<file path="src/rtl/dfz_pkg.sv">
package dfz_pkg;

    typedef enum logic [1:0] {
        ST_COLLECT = 2'd0,
        ST_DIVIDE  = 2'd1,
        ST_ZERO    = 2'd2
    } dfz_state_e;

endpackage

</file>
<file path="src/rtl/dfz_or_low_adder.sv">
module dfz_or_low_adder #(
    parameter int W   = 16,
    parameter int LOW = 0
) (
    input  logic [W-1:0] a,
    input  logic [W-1:0] b,
    output logic [W:0]   sum
);

    generate
        if (LOW == 0) begin : g_exact
            assign sum = {1'b0, a} + {1'b0, b};
        end else begin : g_or_low
            localparam int HI_W = W - LOW;
            logic [LOW-1:0] low_bits;
            logic           carry_in;
            logic [HI_W:0]  high_bits;

            assign low_bits  = a[LOW-1:0] | b[LOW-1:0];
            assign carry_in  = a[LOW-1] & b[LOW-1];
            assign high_bits = {1'b0, a[W-1:LOW]} + {1'b0, b[W-1:LOW]}
                             + {{HI_W{1'b0}}, carry_in};
            assign sum = {high_bits, low_bits};
        end
    endgenerate

endmodule

</file>
<file path="src/rtl/dfz_trunc_array_mult.sv">
module dfz_trunc_array_mult #(
    parameter int DW       = 8,
    parameter int ROW_SKIP = 0,
    parameter int COL_SKIP = 0
) (
    input  logic [DW-1:0]   a,
    input  logic [DW-1:0]   b,
    output logic [2*DW-1:0] p
);

    localparam int PW = 2 * DW;
    localparam logic [PW-1:0] COL_MASK = {PW{1'b1}} << COL_SKIP;

    logic [PW-1:0] row   [DW];
    logic [PW-1:0] chain [DW+1];

    assign chain[0] = '0;

    generate
        for (genvar j = 0; j < DW; j++) begin : g_row
            if (j < ROW_SKIP) begin : g_drop
                assign row[j] = '0;
            end else begin : g_keep
                assign row[j] = b[j] ? (({{DW{1'b0}}, a} << j) & COL_MASK) : '0;
            end
            assign chain[j+1] = chain[j] + row[j];
        end
    endgenerate

    assign p = chain[DW];

endmodule

</file>
<file path="src/rtl/dfz_restoring_div.sv">
module dfz_restoring_div #(
    parameter int NW = 20,
    parameter int DNW = 12
) (
    input  logic           clk,
    input  logic           rst_n,
    input  logic           start,
    input  logic [NW-1:0]  num,
    input  logic [DNW-1:0] den,
    output logic           busy,
    output logic           fin,
    output logic [NW-1:0]  quo
);

    localparam int CNT_W = $clog2(NW + 1);

    logic [DNW-1:0] rem_q;
    logic [DNW-1:0] den_q;
    logic [NW-1:0]  quo_q;
    logic [CNT_W-1:0] cnt_q;
    logic [DNW:0]   shifted;
    logic [DNW+1:0] diff;
    logic           fits;

    always_comb begin
        shifted = {rem_q, quo_q[NW-1]};
        diff    = {1'b0, shifted} - {2'b00, den_q};
        fits    = ~diff[DNW+1];
    end

    always_ff @(posedge clk or negedge rst_n) begin
        if (!rst_n) begin
            rem_q <= '0;
            den_q <= '0;
            quo_q <= '0;
            cnt_q <= '0;
            busy  <= 1'b0;
            fin   <= 1'b0;
        end else if (start) begin
            rem_q <= '0;
            den_q <= den;
            quo_q <= num;
            cnt_q <= CNT_W'(NW);
            busy  <= 1'b1;
            fin   <= 1'b0;
        end else if (busy) begin
            rem_q <= fits ? diff[DNW-1:0] : shifted[DNW-1:0];
            quo_q <= {quo_q[NW-2:0], fits};
            cnt_q <= cnt_q - CNT_W'(1);
            if (cnt_q == CNT_W'(1)) begin
                busy <= 1'b0;
                fin  <= 1'b1;
            end
        end else begin
            fin <= 1'b0;
        end
    end

    assign quo = quo_q;

    // a finished restoring division leaves a remainder below the divisor
    a_r2_rem_below_den: assert property (@(posedge clk) disable iff (!rst_n)
        fin |-> (rem_q < den_q));

    // a new division is never launched over a running one
    a_r5_start_idle: assert property (@(posedge clk) disable iff (!rst_n)
        start |-> !busy);

    // the finish flag is a single-cycle pulse
    a_r5_fin_pulse: assert property (@(posedge clk) disable iff (!rst_n)
        fin |=> !fin);

endmodule

</file>
<file path="src/rtl/wavg_defuzzifier.sv">
module wavg_defuzzifier #(
    parameter int DATA_W      = 8,
    parameter int MAX_TERMS   = 16,
    parameter int OR_LOW_BITS = 0,
    parameter int ROW_SKIP    = 0,
    parameter int COL_SKIP    = 0
) (
    input  logic              clk,
    input  logic              rst_n,
    input  logic              in_valid,
    input  logic              in_last,
    input  logic [DATA_W-1:0] in_x,
    input  logic [DATA_W-1:0] in_w,
    output logic              out_done,
    output logic [DATA_W-1:0] out_value,
    output logic              out_zero_err
);
    import dfz_pkg::*;

    localparam int GROW   = $clog2(MAX_TERMS);
    localparam int PROD_W = 2 * DATA_W;
    localparam int SUMX_W = PROD_W + GROW;
    localparam int SUMW_W = DATA_W + GROW;

    dfz_state_e state_q, state_d;

    logic [PROD_W-1:0] prod;
    logic [SUMX_W-1:0] acc_x_q;
    logic [SUMW_W-1:0] acc_w_q;
    logic [SUMX_W:0]   add_x;
    logic [SUMW_W:0]   add_w;
    logic              take;
    logic              take_last;
    logic              den_zero;
    logic              div_start;
    logic              div_busy;
    logic              div_fin;
    logic [SUMX_W-1:0] div_quo;
    logic [DATA_W-1:0] quo_clamped;

    dfz_trunc_array_mult #(
        .DW       (DATA_W),
        .ROW_SKIP (ROW_SKIP),
        .COL_SKIP (COL_SKIP)
    ) u_mult (
        .a (in_x),
        .b (in_w),
        .p (prod)
    );

    dfz_or_low_adder #(
        .W   (SUMX_W),
        .LOW (OR_LOW_BITS)
    ) u_add_x (
        .a   (acc_x_q),
        .b   ({{GROW{1'b0}}, prod}),
        .sum (add_x)
    );

    dfz_or_low_adder #(
        .W   (SUMW_W),
        .LOW (OR_LOW_BITS)
    ) u_add_w (
        .a   (acc_w_q),
        .b   ({{GROW{1'b0}}, in_w}),
        .sum (add_w)
    );

    assign take      = in_valid;
    assign take_last = in_valid && in_last && (state_q == ST_COLLECT);
    assign den_zero  = (add_w[SUMW_W-1:0] == '0);
    assign div_start = take_last && !den_zero;

    always_ff @(posedge clk or negedge rst_n) begin
        if (!rst_n) begin
            acc_x_q <= '0;
            acc_w_q <= '0;
        end else if (take) begin
            if (in_last) begin
                acc_x_q <= '0;
                acc_w_q <= '0;
            end else begin
                acc_x_q <= add_x[SUMX_W-1:0];
                acc_w_q <= add_w[SUMW_W-1:0];
            end
        end
    end

    dfz_restoring_div #(
        .NW  (SUMX_W),
        .DNW (SUMW_W)
    ) u_div (
        .clk   (clk),
        .rst_n (rst_n),
        .start (div_start),
        .num   (add_x[SUMX_W-1:0]),
        .den   (add_w[SUMW_W-1:0]),
        .busy  (div_busy),
        .fin   (div_fin),
        .quo   (div_quo)
    );

    assign quo_clamped = (|div_quo[SUMX_W-1:DATA_W]) ? {DATA_W{1'b1}}
                                                     : div_quo[DATA_W-1:0];

    always_comb begin
        state_d = state_q;
        unique case (state_q)
            ST_COLLECT: begin
                if (take_last) begin
                    state_d = den_zero ? ST_ZERO : ST_DIVIDE;
                end
            end
            ST_DIVIDE: begin
                if (div_fin) begin
                    state_d = ST_COLLECT;
                end
            end
            ST_ZERO: begin
                state_d = ST_COLLECT;
            end
            default: state_d = ST_COLLECT;
        endcase
    end

    always_ff @(posedge clk or negedge rst_n) begin
        if (!rst_n) begin
            state_q <= ST_COLLECT;
        end else begin
            state_q <= state_d;
        end
    end

    always_ff @(posedge clk or negedge rst_n) begin
        if (!rst_n) begin
            out_done     <= 1'b0;
            out_value    <= '0;
            out_zero_err <= 1'b0;
        end else begin
            out_done <= 1'b0;
            unique case (state_q)
                ST_DIVIDE: begin
                    if (div_fin) begin
                        out_done     <= 1'b1;
                        out_value    <= quo_clamped;
                        out_zero_err <= 1'b0;
                    end
                end
                ST_ZERO: begin
                    out_done     <= 1'b1;
                    out_value    <= '0;
                    out_zero_err <= 1'b1;
                end
                ST_COLLECT: begin
                end
                default: begin
                end
            endcase
        end
    end

    // neither running sum carries out of its width
    a_r9_no_overflow: assert property (@(posedge clk) disable iff (!rst_n)
        take |-> (!add_x[SUMX_W] && !add_w[SUMW_W]));

    // both sums are zero right after a last pair is taken
    a_r4_sums_clear: assert property (@(posedge clk) disable iff (!rst_n)
        (in_valid && in_last) |=> (acc_x_q == '0 && acc_w_q == '0));

    // the done flag lasts a single cycle
    a_r5_done_pulse: assert property (@(posedge clk) disable iff (!rst_n)
        out_done |=> !out_done);

    // an error result always carries the value zero
    a_r6_zero_value: assert property (@(posedge clk) disable iff (!rst_n)
        (out_done && out_zero_err) |-> (out_value == '0));

    // a last pair is offered only while no result is pending
    a_r3_last_when_idle: assert property (@(posedge clk) disable iff (!rst_n)
        (in_valid && in_last) |-> (state_q == ST_COLLECT && !div_busy));

    // the divider reports completion only in the divide state
    a_r5_fin_in_divide: assert property (@(posedge clk) disable iff (!rst_n)
        div_fin |-> (state_q == ST_DIVIDE));

endmodule

</file>
<file path="config.mk">
export PLATFORM = sky130hd
export DESIGN_NAME = wavg_defuzzifier
export DESIGN_NICKNAME = d
export VERILOG_FILES = /design/src/rtl/dfz_pkg.sv /design/src/rtl/dfz_or_low_adder.sv /design/src/rtl/dfz_trunc_array_mult.sv /design/src/rtl/dfz_restoring_div.sv /design/src/rtl/wavg_defuzzifier.sv
export SDC_FILE = /design/constraint.sdc
export NUM_CORES = 1
export LEC_CHECK = 0
export ABC_AREA = 1
export BUFFER_PORTS_ARGS = -buffer_cell sky130_fd_sc_hd__buf_2
export CAP_MARGIN = 10
export CORE_MARGIN = 2
export CORE_UTILIZATION = 58
export DETAILED_ROUTE_END_ITERATION = 6
export HOLD_SLACK_MARGIN = 0.1
export PLACE_DENSITY = 0.75
export SYNTH_ARGS = -nofsm -noshare
export SYNTH_HDL_FRONTEND = slang
export SYNTH_HIERARCHICAL = 1
export SYNTH_SLANG_ARGS = --single-unit
</file>
<file path="constraint.sdc">
create_clock -name clk -period 2.6 [get_ports clk]
set_input_delay 0.13 -clock clk [delete_from_list [all_inputs] [get_ports clk]]
set_output_delay 0.13 -clock clk [all_outputs]
set_load 0.03 [all_outputs]
</file>
==> flow_metrics.py <==
metrics = {
    "outcome": {
        "status": "finished with violations",
        "failed_checks": "setup timing",
    },
    "worst_setup_path": {
        "worstPathMaxFanout": 4,
        "worstSetupPathType": "input pin to flip-flop",
        "critical-path-top-delay-family": "adder cells",
        "worst_setup_path_start_kind": "input pin",
        "worstSetupEndpointType": "flip-flop",
        "required_ns": 2.83,
        "critPathMaxStageDelay_ns": 0.55,
        "crit_slowest_cell": "sky130_fd_sc_hd__fa_1",
        "crit_arrival_ns": 5.98,
        "critical_path_buf_inv_count": 7,
    },
    "placed_design": {
        "gp_routability_congestion": 0.962,
        "dpl_worst_slack_ns": -3.61,
        "placed_area_mm2": 0.0103,
        "dpl.cell_count": 1605,
        "numPortBuffers": 29,
        "place_hpwl_um": 16700,
    },
    "cts": {
        "clock_slew_at_reported_path_ffs_ns": 0.08,
        "clock_root_buffer": "sky130_fd_sc_hd__clkbuf_16",
        "worstSkewPairLatency_ns": 0.36,
        "clock_sinks": 95,
        "h-tree-depth": 3,
        "total_clock_buffers_created_by_cts": 9,
        "tritoncts": "built",
        "clk_path_buf_depth": 2,
    },
    "synthesis": {
        "ys.warnings.count": 6,
        "syn_area_mm2": 0.00902,
        "syn-instance-count": 1322,
        "syn_avg_cell_area_um2": 6.82,
    },
    "floorplan": {
        "design.portCount": 30,
        "die_outline_area_mm2": 0.0166,
        "num_rows": 45,
        "core_mm2": 0.0152,
        "fp.dieH_um": 129,
        "die_x_um": 129,
        "starting_density_of_the_core": 0.593,
    },
    "timing": {
        "post-route-worst-setup-slack_ns": -3.15,
        "max_slew.worst_pin.slew_ns": 0.847,
        "clock.fmax_mhz": 174,
        "period_minus_slack_ns": 5.75,
        "period_share": 2.21,
        "timing.clock.skew_ns": 0.0184,
        "timing_max_transition_violations_final": 0,
        "timing_hold_violations_final": 0,
        "fin_setup_tns_ns": -84.98,
        "max_slew_margin": 0.435,
        "rsz0062_at_grt": "yes",
        "setup_viol": 63,
    },
    "final_layout": {
        "fillCellCount": 960,
        "multi_input_area_mm2": 0.00678,
        "finish.net_count": 1590,
        "layout-drive-gt1-share": 0.303,
        "synthToLayoutAreaGrowth_pct": 34.0,
        "sequential_cell_area_mm2": 0.00238,
        "final_common_cell": "sky130_fd_sc_hd__nand2_1",
        "layout_common_cells": "sky130_fd_sc_hd__nand2_1, sky130_fd_sc_hd__inv_1, sky130_fd_sc_hd__dfrtp_1",
        "design_area_mm2": 0.0121,
        "final-instance-count-excl-fill": 1647,
        "insertedDiodeCount": 0,
    },
    "detailed_routing": {
        "drt_drc_violations_left": 0,
        "detail-route-antenna-nets": 0,
        "routed_via_density": 5.51,
        "vias": 9079,
        "first_pass_iters": 5,
        "dr.first_iter.drc_count": 706,
        "wl_um": 26600,
        "detail_route.wl_per_cell_um": 16.2,
    },
    "global_routing": {
        "gr-total-overflow": 0,
        "antenna_found_initial": 0,
        "grt_pass1_vias": 8364,
        "first_pass_grt_wire_length_um": 38200,
        "maximum_number_of_pins_on_one_net_before_global_route_repair": 62,
        "track_usage": 0.286,
    },
    "hold_path": {
        "hp-class": "input pin to flip-flop",
    },
    "job": {
        "number_of_max_cap_violations": 0,
    },
}
==> area by class of cell <==
| cell class | count | area share |
|---|---|---|
| sequential | 95 | 0.197 |
| timing repair buffer | 152 | 0.110 |
| clock buffer | 9 | 0.0186 |
| multi-input combinational | 915 | 0.561 |
| inverter | 281 | 0.0879 |
| tap | 188 | 0.0195 |
| clock inverter | 7 | 0.00621 |
==> metrics by stage <==
| step | util | hold slack, ns |
|---|---|---|
| after floorplan | - | -0.166 |
| after global placement | 0.679 | 0.236 |
| after detailed placement | 0.679 | 0.240 |
| after CTS | 0.733 | 0.266 |
| after global routing | 0.795 | 0.323 |
| final | 0.795 | 0.300 |
==> sequential cells by signal, indices dropped and copies added (netlist names), 2 cells and up <==
name	flops
acc_x_q	20
u_div/quo	20
acc_w_q	12
u_div/den_q	12
u_div/rem_q	12
out_value	8
u_div/cnt_q	5
state_q	2
==> path summary, 6_finish.rpt <==
check	startpoint	endpoint	slack, ns	cells past startpoint
worst max-delay path	in_x[0]	u_div/quo[14]$_DFFE_PN0P_	-3.15	33
worst min-delay path	in_w[0]	u_div/den_q[0]$_DFFE_PN0P_	0.30	5
worst max register to register	acc_w_q[0]$_DFFE_PN0P_	u_div/quo[13]$_DFFE_PN0P_	-0.27	18
worst min register to register	out_value[4]$_DFFE_PN0P_	out_value[4]$_DFFE_PN0P_	0.48	2
max in group asynchronous	rst_n	u_div/quo[18]$_DFFE_PN0P_	1.47	3
min in group asynchronous	rst_n	u_div/rem_q[5]$_DFFE_PN0P_	0.38	2
==> layer usage <==
layer,track usage,up-vias,wire length [um]
met4,0.104,0,1110
li1,-,4301,-
met2,0.505,371,13400
met5,0,-,0
met1,0.359,4294,10600
met3,0.0387,113,1450
==> timing repair <==
action	in CTS	in global routing
hold buffers	1	0
pin swaps	86	69
gates resized for setup	109	202
setup endpoints to repair	67	67
cloned	2	3
buffers inserted	12	11
hold endpoints to repair	56	0
==> worst register-to-register path: stages, from the launching register on <==
cell and delay (ns):
sky130_fd_sc_hd__dfrtp_1 0.41, sky130_fd_sc_hd__ha_4 0.18, sky130_fd_sc_hd__fa_2 0.38, sky130_fd_sc_hd__nand3_2 0.09, sky130_fd_sc_hd__nand3_2 0.10, sky130_fd_sc_hd__buf_4 0.16
sky130_fd_sc_hd__xor2_2 0.14, sky130_fd_sc_hd__nor2_1 0.06, sky130_fd_sc_hd__nand2_1 0.12, sky130_fd_sc_hd__nor2_2 0.06, sky130_fd_sc_hd__nand2_2 0.11, sky130_fd_sc_hd__nand2_2 0.08
sky130_fd_sc_hd__nor2_4 0.25, sky130_fd_sc_hd__buf_12 0.15, sky130_fd_sc_hd__nor2_4 0.04, sky130_fd_sc_hd__buf_6 0.14, sky130_fd_sc_hd__buf_8 0.14, sky130_fd_sc_hd__nand2_1 0.06
sky130_fd_sc_hd__o211ai_1 0.09
Power is left out: the tool's default activity adds up to more than one toggle a clock period on the data nets, which glitch-free logic cannot reach.
